--- src/rtl/field_line21_pkg.sv ---
// Package: shared types for the field parity / line-21 generator.
// Assumes: nothing beyond the encoding of field parity below.
package field_line21_pkg;

    // Field parity as carried between the parity and pulse stages
    typedef enum logic {
        FIELD_ODD  = 1'b0,
        FIELD_EVEN = 1'b1
    } field_t;

endpackage

--- src/rtl/rise_detect.sv ---
// Module: rise_detect
// Flags the first clock in which a synchronous input is seen high.
// Assumes the input is already synchronised to clk.
module rise_detect (
    input  logic clk,
    input  logic rst_n,
    input  logic sig_i,
    output logic rise_o
);

    logic sig_q;

    // Keep last sampled level; cleared in reset so a level held high counts once
    always_ff @(posedge clk) begin
        if (!rst_n) sig_q <= 1'b0;
        else        sig_q <= sig_i;
    end

    assign rise_o = sig_i & ~sig_q;

endmodule

--- src/rtl/hsync_monitor.sv ---
// Module: hsync_monitor
// Measures spacing of hsync leading edges, declares sync present after
// LOCK_N consecutive in-window edges and absent after MISS_N silent lines.
// Assumes hs_rise_i is a single-clock pulse per line.
module hsync_monitor #(
    parameter int LINE_CYC = 64,
    parameter int TOL      = 4,
    parameter int MISS_N   = 4,
    parameter int LOCK_N   = 16,
    localparam int LOSS    = MISS_N * LINE_CYC,
    localparam int CNT_W   = $clog2(LOSS + 1)
) (
    input  logic             clk,
    input  logic             rst_n,
    input  logic             hs_rise_i,
    output logic [CNT_W-1:0] since_o,
    output logic             sync_ok_o
);

    localparam int LOCK_W = (LOCK_N > 1) ? $clog2(LOCK_N) : 1;
    localparam int WIN_LO = LINE_CYC - TOL;
    localparam int WIN_HI = LINE_CYC + TOL;

    logic [CNT_W-1:0]  cnt_q;
    logic [LOCK_W-1:0] good_q;
    logic              in_window;
    logic              silent;

    // Clocks since the last leading edge, saturating at the loss limit
    always_ff @(posedge clk) begin
        if (!rst_n)                   cnt_q <= CNT_W'(LOSS);
        else if (hs_rise_i)           cnt_q <= CNT_W'(1);
        else if (cnt_q < CNT_W'(LOSS)) cnt_q <= cnt_q + CNT_W'(1);
    end

    assign in_window = (cnt_q >= CNT_W'(WIN_LO)) && (cnt_q <= CNT_W'(WIN_HI));
    assign silent    = (cnt_q >= CNT_W'(LOSS));

    // Run length of valid edges and the resulting lock flag
    always_ff @(posedge clk) begin
        if (!rst_n) begin
            good_q    <= '0;
            sync_ok_o <= 1'b0;
        end else if (hs_rise_i) begin
            if (!in_window)                          good_q    <= '0;
            else if (good_q == LOCK_W'(LOCK_N - 1))  sync_ok_o <= 1'b1;
            else                                     good_q    <= good_q + LOCK_W'(1);
        end else if (silent) begin
            good_q    <= '0;
            sync_ok_o <= 1'b0;
        end
    end

    assign since_o = cnt_q;

    // lock is only ever gained right after a leading edge
    a_r2_lock_at_edge: assert property (@(posedge clk) disable iff (!rst_n)
        $rose(sync_ok_o) |-> $past(hs_rise_i));

    // a full silent window always leaves sync absent next clock
    a_r4_loss_after_silence: assert property (@(posedge clk) disable iff (!rst_n)
        (!hs_rise_i && cnt_q == CNT_W'(LOSS)) |=> !sync_ok_o);

endmodule

--- src/rtl/field_parity.sv ---
// Module: field_parity
// Classifies each field as odd or even from the line phase at which the
// vsync leading edge lands; holds its value while sync is absent.
// Assumes since_i counts clocks from the last hsync leading edge.
module field_parity
    import field_line21_pkg::*;
#(
    parameter int LINE_CYC = 64,
    parameter int CNT_W    = 9
) (
    input  logic             clk,
    input  logic             rst_n,
    input  logic             hs_rise_i,
    input  logic             vs_rise_i,
    input  logic [CNT_W-1:0] since_i,
    input  logic             sync_ok_i,
    output field_t           field_o
);

    localparam int MID_LO = LINE_CYC / 4;
    localparam int MID_HI = (3 * LINE_CYC) / 4;

    logic [CNT_W-1:0] phase;
    logic             near_mid;

    assign phase    = hs_rise_i ? '0 : since_i;
    assign near_mid = (phase >= CNT_W'(MID_LO)) && (phase < CNT_W'(MID_HI));

    // Latch parity at each field start, only while the line rate is trusted
    always_ff @(posedge clk) begin
        if (!rst_n)                     field_o <= FIELD_ODD;
        else if (vs_rise_i && sync_ok_i) field_o <= near_mid ? FIELD_EVEN : FIELD_ODD;
    end

    // without sync, the parity never moves
    a_r6_hold_without_sync: assert property (@(posedge clk) disable iff (!rst_n)
        !sync_ok_i |=> $stable(field_o));

endmodule

--- src/rtl/line_strobe.sv ---
// Module: line_strobe
// Counts lines from the field start and raises a strobe for the whole of
// the target line, gated by sync presence and by the field-selection mode.
// Assumes vs_rise_i and hs_rise_i are single-clock pulses.
module line_strobe
    import field_line21_pkg::*;
#(
    parameter int LINE_W      = 10,
    parameter int TARGET_LINE = 21
) (
    input  logic   clk,
    input  logic   rst_n,
    input  logic   hs_rise_i,
    input  logic   vs_rise_i,
    input  logic   sync_ok_i,
    input  field_t field_i,
    input  logic   both_fields_i,
    output logic   strobe_o
);

    localparam logic [LINE_W-1:0] LINE_MAX = '1;

    logic [LINE_W-1:0] line_q;
    logic              field_allowed;

    // Line number within the field; a coincident line edge counts as line 1
    always_ff @(posedge clk) begin
        if (!rst_n)                          line_q <= '0;
        else if (vs_rise_i)                  line_q <= hs_rise_i ? LINE_W'(1) : '0;
        else if (hs_rise_i && line_q != LINE_MAX) line_q <= line_q + LINE_W'(1);
    end

    assign field_allowed = both_fields_i || (field_i == FIELD_EVEN);
    assign strobe_o      = sync_ok_i && field_allowed && (line_q == LINE_W'(TARGET_LINE));

    // a field start always restarts the count at 0 or 1
    a_r7_restart_on_field: assert property (@(posedge clk) disable iff (!rst_n)
        vs_rise_i |=> (line_q <= LINE_W'(1)));

endmodule

--- src/rtl/field_line21_gen.sv ---
// Module: field_line21_gen (top)
// Edge detection on both syncs, line-rate monitor, field parity and the
// line-21 strobe, plus the shared status pin.
// Assumes hsync_i/vsync_i are synchronous to clk and active high.
module field_line21_gen
    import field_line21_pkg::*;
#(
    parameter int LINE_CYC    = 64,
    parameter int TOL         = 4,
    parameter int MISS_N      = 4,
    parameter int LOCK_N      = 16,
    parameter int LINE_W      = 10,
    parameter int TARGET_LINE = 21,
    localparam int CNT_W      = $clog2(MISS_N * LINE_CYC + 1)
) (
    input  logic clk,
    input  logic rst_n,
    input  logic hsync_i,
    input  logic vsync_i,
    input  logic both_fields_i,
    input  logic status_sel_i,
    output logic field_even_o,
    output logic line21_o,
    output logic sync_ok_o,
    output logic status_o
);

    logic             hs_rise;
    logic             vs_rise;
    logic [CNT_W-1:0] since;
    field_t           field;

    rise_detect i_hs_edge (.clk(clk), .rst_n(rst_n), .sig_i(hsync_i), .rise_o(hs_rise));
    rise_detect i_vs_edge (.clk(clk), .rst_n(rst_n), .sig_i(vsync_i), .rise_o(vs_rise));

    hsync_monitor #(
        .LINE_CYC(LINE_CYC), .TOL(TOL), .MISS_N(MISS_N), .LOCK_N(LOCK_N)
    ) i_monitor (
        .clk(clk), .rst_n(rst_n), .hs_rise_i(hs_rise),
        .since_o(since), .sync_ok_o(sync_ok_o)
    );

    field_parity #(.LINE_CYC(LINE_CYC), .CNT_W(CNT_W)) i_parity (
        .clk(clk), .rst_n(rst_n), .hs_rise_i(hs_rise), .vs_rise_i(vs_rise),
        .since_i(since), .sync_ok_i(sync_ok_o), .field_o(field)
    );

    line_strobe #(.LINE_W(LINE_W), .TARGET_LINE(TARGET_LINE)) i_strobe (
        .clk(clk), .rst_n(rst_n), .hs_rise_i(hs_rise), .vs_rise_i(vs_rise),
        .sync_ok_i(sync_ok_o), .field_i(field), .both_fields_i(both_fields_i),
        .strobe_o(line21_o)
    );

    assign field_even_o = (field == FIELD_EVEN);
    assign status_o     = status_sel_i ? field_even_o : sync_ok_o;

    // the strobe never shows while the monitor reports no sync
    a_r10_no_strobe_unlocked: assert property (@(posedge clk) disable iff (!rst_n)
        !sync_ok_o |-> !line21_o);

endmodule

--- config.mk ---
export PLATFORM = sky130hd
export DESIGN_NAME = field_line21_gen
export DESIGN_NICKNAME = d
export VERILOG_FILES = /design/src/rtl/field_line21_pkg.sv /design/src/rtl/rise_detect.sv /design/src/rtl/hsync_monitor.sv /design/src/rtl/field_parity.sv /design/src/rtl/line_strobe.sv /design/src/rtl/field_line21_gen.sv
export SDC_FILE = /design/constraint.sdc
export NUM_CORES = 1
export LEC_CHECK = 0
export ABC_AREA = 1
export ABC_CLOCK_PERIOD_IN_PS = 1700
export BUFFER_PORTS_ARGS = -buffer_cell sky130_fd_sc_hd__buf_4
export CELL_PAD_IN_SITES_DETAIL_PLACEMENT = 1
export CELL_PAD_IN_SITES_GLOBAL_PLACEMENT = 1
export CORE_AREA = 2 2 76 78
export DETAILED_ROUTE_END_ITERATION = 16
export DIE_AREA = 0 0 78 80
export PLACE_DENSITY_LB_ADDON = 0.12
export SKIP_CTS_REPAIR_TIMING = 1
export SLEW_MARGIN = 40
export SYNTH_ARGS = -nofsm -noshare
export SYNTH_HDL_FRONTEND = slang
export SYNTH_SLANG_ARGS = --single-unit
--- constraint.sdc ---
create_clock -name clk -period 1.7 [get_ports clk]
set_clock_uncertainty 0.05 [all_clocks]
set_input_delay 0.34 -clock clk [delete_from_list [all_inputs] [get_ports clk]]
set_output_delay 0.34 -clock clk [all_outputs]
set_load 0.005 [all_outputs]
## Word-level counts from Yosys, hierarchy flattened

Index checks and enable logic that the tools add are counted.

| word-level totals | value |
|---|---|
| bits in registers | 27 |
| bits of input ports | 6 |
| word-level logic and storage cells | 57 |

| operators by class | value |
|---|---|
| $add $sub $neg | 3 |
| order comparisons | 6 |
| equal/unequal tests | 6 |
| multiplexer cells | 16 |
| bitwise operators | 5 |
| reductions and logical operators | 13 |

Operator list:

| operator | number |
|---|---|
| $mux W9 | 3 |
| $mux W10 | 2 |
| $mux W4 | 4 |
| $add A10 B1 Y10 const B | 1 |
| $eq A10 B5 Y1 const B | 1 |
| $ne A10 B10 Y1 const B | 1 |
| $add A9 B1 Y9 const B | 1 |
| $ge A9 B5 Y1 const B | 1 |
| $ge A9 B6 Y1 const B | 1 |
| $ge A9 B9 Y1 const B | 1 |
| $le A9 B7 Y1 const B | 1 |
| $lt A9 B6 Y1 const B | 1 |
| $lt A9 B9 Y1 const B | 1 |
| $mux W1 | 7 |
| $logic_and A1 B1 Y1 | 6 |
| $reduce_bool A2 Y1 | 3 |
| $add A4 B1 Y4 const B | 1 |
| $eq A4 B4 Y1 const B | 1 |
| $ne A2 B2 Y1 const B | 2 |
| $ne A3 B3 Y1 const B | 1 |
| $not A1 Y1 | 3 |
| $reduce_and A3 Y1 | 1 |
| $and A1 B1 Y1 | 2 |
| $reduce_and A2 Y1 | 1 |
| other kinds (2) | 2 |

## Depth between registers and ports, before layout

| depth | value |
|---|---|
| depth in word-level cells | 6 |
| depth in mapped cells | 12 |
| mapped depth without buffers | 12 |

## Modules after synthesis

A second synthesis with hierarchy kept.

| second synthesis, totals | value |
|---|---|
| cell total of the unflattened synthesis | 260 |
| area total of the unflattened synthesis | 1,720.4 µm² |

By module, submodules not included:

| module | times used | cells an instance | area each (µm²) | sequential area each (µm²) |
|---|---|---|---|---|
| hsync_monitor | 1 | 127 | 887.1 | 280.3 |
| line_strobe | 1 | 102 | 654.4 | 200.2 |
| field_parity | 1 | 17 | 88.8 | 20.0 |
| rise_detect | 2 | 5 | 37.5 | 20.0 |
| field_line21_gen | 1 | 4 | 15.0 | 0.0 |

## Worst setup path before layout

No wires, ideal clock.

| timing | value |
|---|---|
| kind | register -> register |
| start | register i_strobe.line_q[0] |
| end | register i_strobe.line_q[5] |
| library setup time | 113 ps |
| arrival time | 1,250 ps |
| required time | 1,537 ps |
| path slack | 287 ps |
| stages on the path, launching flop included | 11 |
| path buffers | 0 |
| period minus slack after synthesis | 1,413 ps |
| cell sequence | dfxtp_1 -> ha_1 -> nand2_1 -> nor2_4 -> nand3_2 -> nand2_2 -> nand2_4 -> nand3_1 -> nand2_1 -> nand2_1 -> nor2_1 |

| between the ends | value |
|---|---|
| longest elaborated chain between the ends | 3 |
| elaborated cells between the ends (all ways) | 6 |
| those cells by class | add/sub: 1; eq/ne: 1; mux: 2; reduce/logical: 2 |

Ends and longest elaborated chain:

| item | RTL line | source |
|---|---|---|
| start: declaration | line_strobe.sv:23 | `logic [LINE_W-1:0] line_q;` |
| start signal: assignment | line_strobe.sv:29 | `else if (vs_rise_i) line_q <= hs_rise_i ? LINE_W'(1) : '0;` |
| start signal: assignment | line_strobe.sv:30 | `else if (hs_rise_i && line_q != LINE_MAX) line_q <= line_q + LINE_W'(1);` |
| $add A10 B1 Y10 / $ne A10 B10 Y1 (equally long branches) | line_strobe.sv:30 |  |
| $mux W10 / $logic_and A1 B1 Y1 (equally long branches) | line_strobe.sv:30 |  |
| $mux W10 / $reduce_bool A2 Y1 (equally long branches) | n/a |  |

Several ways; a longest one is shown, not always the timed one. The select of a mux whose other input is x is not followed.
A chain may end at the register's enable or synchronous reset.

## Worst setup path in the final report

| timing | value |
|---|---|
| start | register i_strobe.line_q[0] |
| end | output port line21_o |

| between the ends | value |
|---|---|
| longest elaborated chain between the ends | 2 |

Ends and longest elaborated chain:

| item | RTL line | source |
|---|---|---|
| $eq A10 B5 Y1 | line_strobe.sv:34 | `assign strobe_o = sync_ok_i && field_allowed && (line_q == LINE_W'(TARGET_LINE));` |
| $logic_and A1 B1 Y1 | line_strobe.sv:34 |  |
| end: declaration | field_line21_gen.sv:23 | `output logic line21_o,` |

No other way between the ends.

==> flow_summary.toml <==
[logic_synthesis]
synthesis.nets = 227
synth-edff-count = 0
synthArstFlopShare_pct = 0
yosysSeqAreaShare_pct = 36.61
ys_warn_count = 0
synth_cell_types = 26
ys_seq_elements = 27
ys.flop_type = "dfxtp_1"
syn_inst = 216
syn_avg_cell_area_um2 = 6.835
syn_area_mm2 = 0.001476

[finish]
final_cell_mix = "nand2_1, inv_1, nor2_1, dfxtp_1, nand3_1"
final_area_mm2 = 0.001745
n_antenna_cell = 0
drive_above_1_share_pct = 17.95
final_util_pct = 32.29
final_common_cell = "nand2_1"
fin_nets = 246
area_delta_synth_final_pct = 18.22

[detailed_routing]
vias_per_cell = 4.490
ant_nets = 0
dr.pass1.iters = 4
drc = 0
drt_wl_total_um = 3806
wl_per_cell_um = 12.44
drtIter0Drc = 42
vias = 1374

[timing]
fmax_ghz = 0.6104
min_period_ns = 1.638
hold_violations = 0
maxSlewViolCount = 0
slew-limit-headroom_pct = 72.64
rsz0062_at_grt = "true"
fin_setup_tns_ns = 0
setup_viol = 0
post-route-period-util_pct = 96.37
worst_pin_slew_ns = 0.4066

[global_routing]
grt_pass1_vias = 1430
antenna_found_initial = 0
grt_usage_pct = 13.46
gr-total-overflow = 0
grt_pass1_wl_um = 6596
grt_start_max_net_pins = 16

[clocking]
cts_tree = "built"
cts_root_buf = "clkbuf_8"
clk_latency_ns = 0.28
cts_num_sinks = 27
clkTransAtPathRegs_ns = 0.10
cts_max_level = 1
clockBufferDepth = 2
numCtsBuffers = 3

[die]
core_area_mm2 = 0.005405
die-area_mm2 = 0.006240
row_count = 27
initial_utilization_pct = 27.31
die_h_um = 80
io_pins = 10
die_width_um = 78

[pwr]
ir_worst_vdd_v = 0.0003691
leakage_nw = 0.7560
powerDensity_mw_per_mm2 = 668.1

[critical_path]
crit_slowest_cell = "dfxtp_2"
path_cells = "buf_6 > ha_4 > nand4_1 > nor3_2 > buf_4"
crit_path_max_fanout = 6
crit_buf_inv = 2
critPathKind = "reg2out"
timing.reg2reg.worst_path_depth = 10
critPathMaxStageDelay_ns = 0.35
cp.depth = 5
required_ns = 1.31
startpoint_type = "flop"
worstPathArrival_ns = 1.25
endpoint_kind = "primary output"
cp_top_family = "flip-flops"

[place]
dp_hpwl_um = 3008
placed_area_mm2 = 0.001664
port_buffers = 9
gp_congestion = 0.7475

[run]
cap_violations = 0

[worst_hold_path]
min_path_cells = 3
hp-class = "in2reg"

[run_status]
status = "completed"
[cells in the mapped netlist (2+ instances only)]
library cell | number | area share [%]
nand3_2 | 3 | 2.0
dfxtp_1 | 27 | 37
a21oi_1 | 13 | 4.4
inv_1 | 34 | 8.6
nor3_1 | 4 | 1.4
o21ai_0 | 9 | 3.1
nand4_1 | 11 | 4.7
xor2_1 | 3 | 1.8
nor2_4 | 3 | 2.3
nand2_1 | 39 | 9.9
nand3_1 | 15 | 5.1
nand2_2 | 5 | 2.1
ha_1 | 5 | 4.2
inv_2 | 2 | 0.51
nor2_1 | 32 | 8.1
[flip-flops by register name (all words and copies together), names as in the netlist]
register             count
i_strobe.line_q         10
i_monitor.good_q         4
i_vs_edge.sig_q          1
i_hs_edge.sig_q          1
i_monitor.sync_ok_o      1
i_parity.field_o         1
i_monitor.since_o        9
[worst paths after layout]
check                                 endpoint  slack, ns                         startpoint
max                                   line21_o       0.06    i_strobe.line_q[0]$_SDFFE_PN0P_
min                 i_hs_edge.sig_q$_SDFF_PN0_       0.19                            hsync_i
max reg2reg    i_strobe.line_q[2]$_SDFFE_PN0P_       0.14    i_strobe.line_q[0]$_SDFFE_PN0P_
min reg2reg  i_monitor.since_o[1]$_SDFFE_PP0N_       0.43  i_monitor.since_o[8]$_SDFFE_PN1N_
[cell families after synthesis]
family                     after synthesis  share of synthesized area [%]
xor gates and xnor gates                 3                          1.780
buffers and inverters                   37                          9.491
and+or+nand+nor                        118                          38.56
adders and majority gates                5                          4.237
AOI/OAI and AO/OA                       26                          9.322
DFF                                     27                          36.61
[cell type report]
cell class	count	area, um^2
Sequential cell	27	544.3
Inverter	37	140.1
Clock buffer	3	41.29
Fill cell	703	3660
Tap cell	72	90.09
Timing Repair Buffer	14	108.9
Multi-Input combinational cell	152	815.8
Clock inverter	1	5.005
[worst min-delay path, cell delays in order]
cell     delay [ns]
buf_4          0.08
nand2_1        0.04
inv_1          0.04
[layer usage]
metal / wire length [um] / global-route usage (%)
met3: 74 / 3.054
met2: 1885 / 24.40
met4: 31 / 3.158
met5: 0 / 0
met1: 1814 / 16.13
[through the flow]
stage	power, mW	hold WS, ns	std cells	worst slack (ns)
2_1_floorplan	0.7448	0.3835	216	0.2870
3_3_place_gp	0.7921	0.4152	301	0.1014
3_5_place_dp	0.7923	0.4217	301	0.1120
4_1_cts	1.189	0.1872	305	-0.04006
5_1_grt	1.242	0.1912	306	-0.04053
6_report	1.166	0.1946	306	0.06168
[report_power, final]
part	total, mW	internal (mW)	switching [mW]
clock network	0.382	0.165	0.217
registers	0.659	0.648	0.0114
logic	0.125	0.0464	0.0784
total	1.17	0.859	0.307
Power figures use the tool's default switching activity.
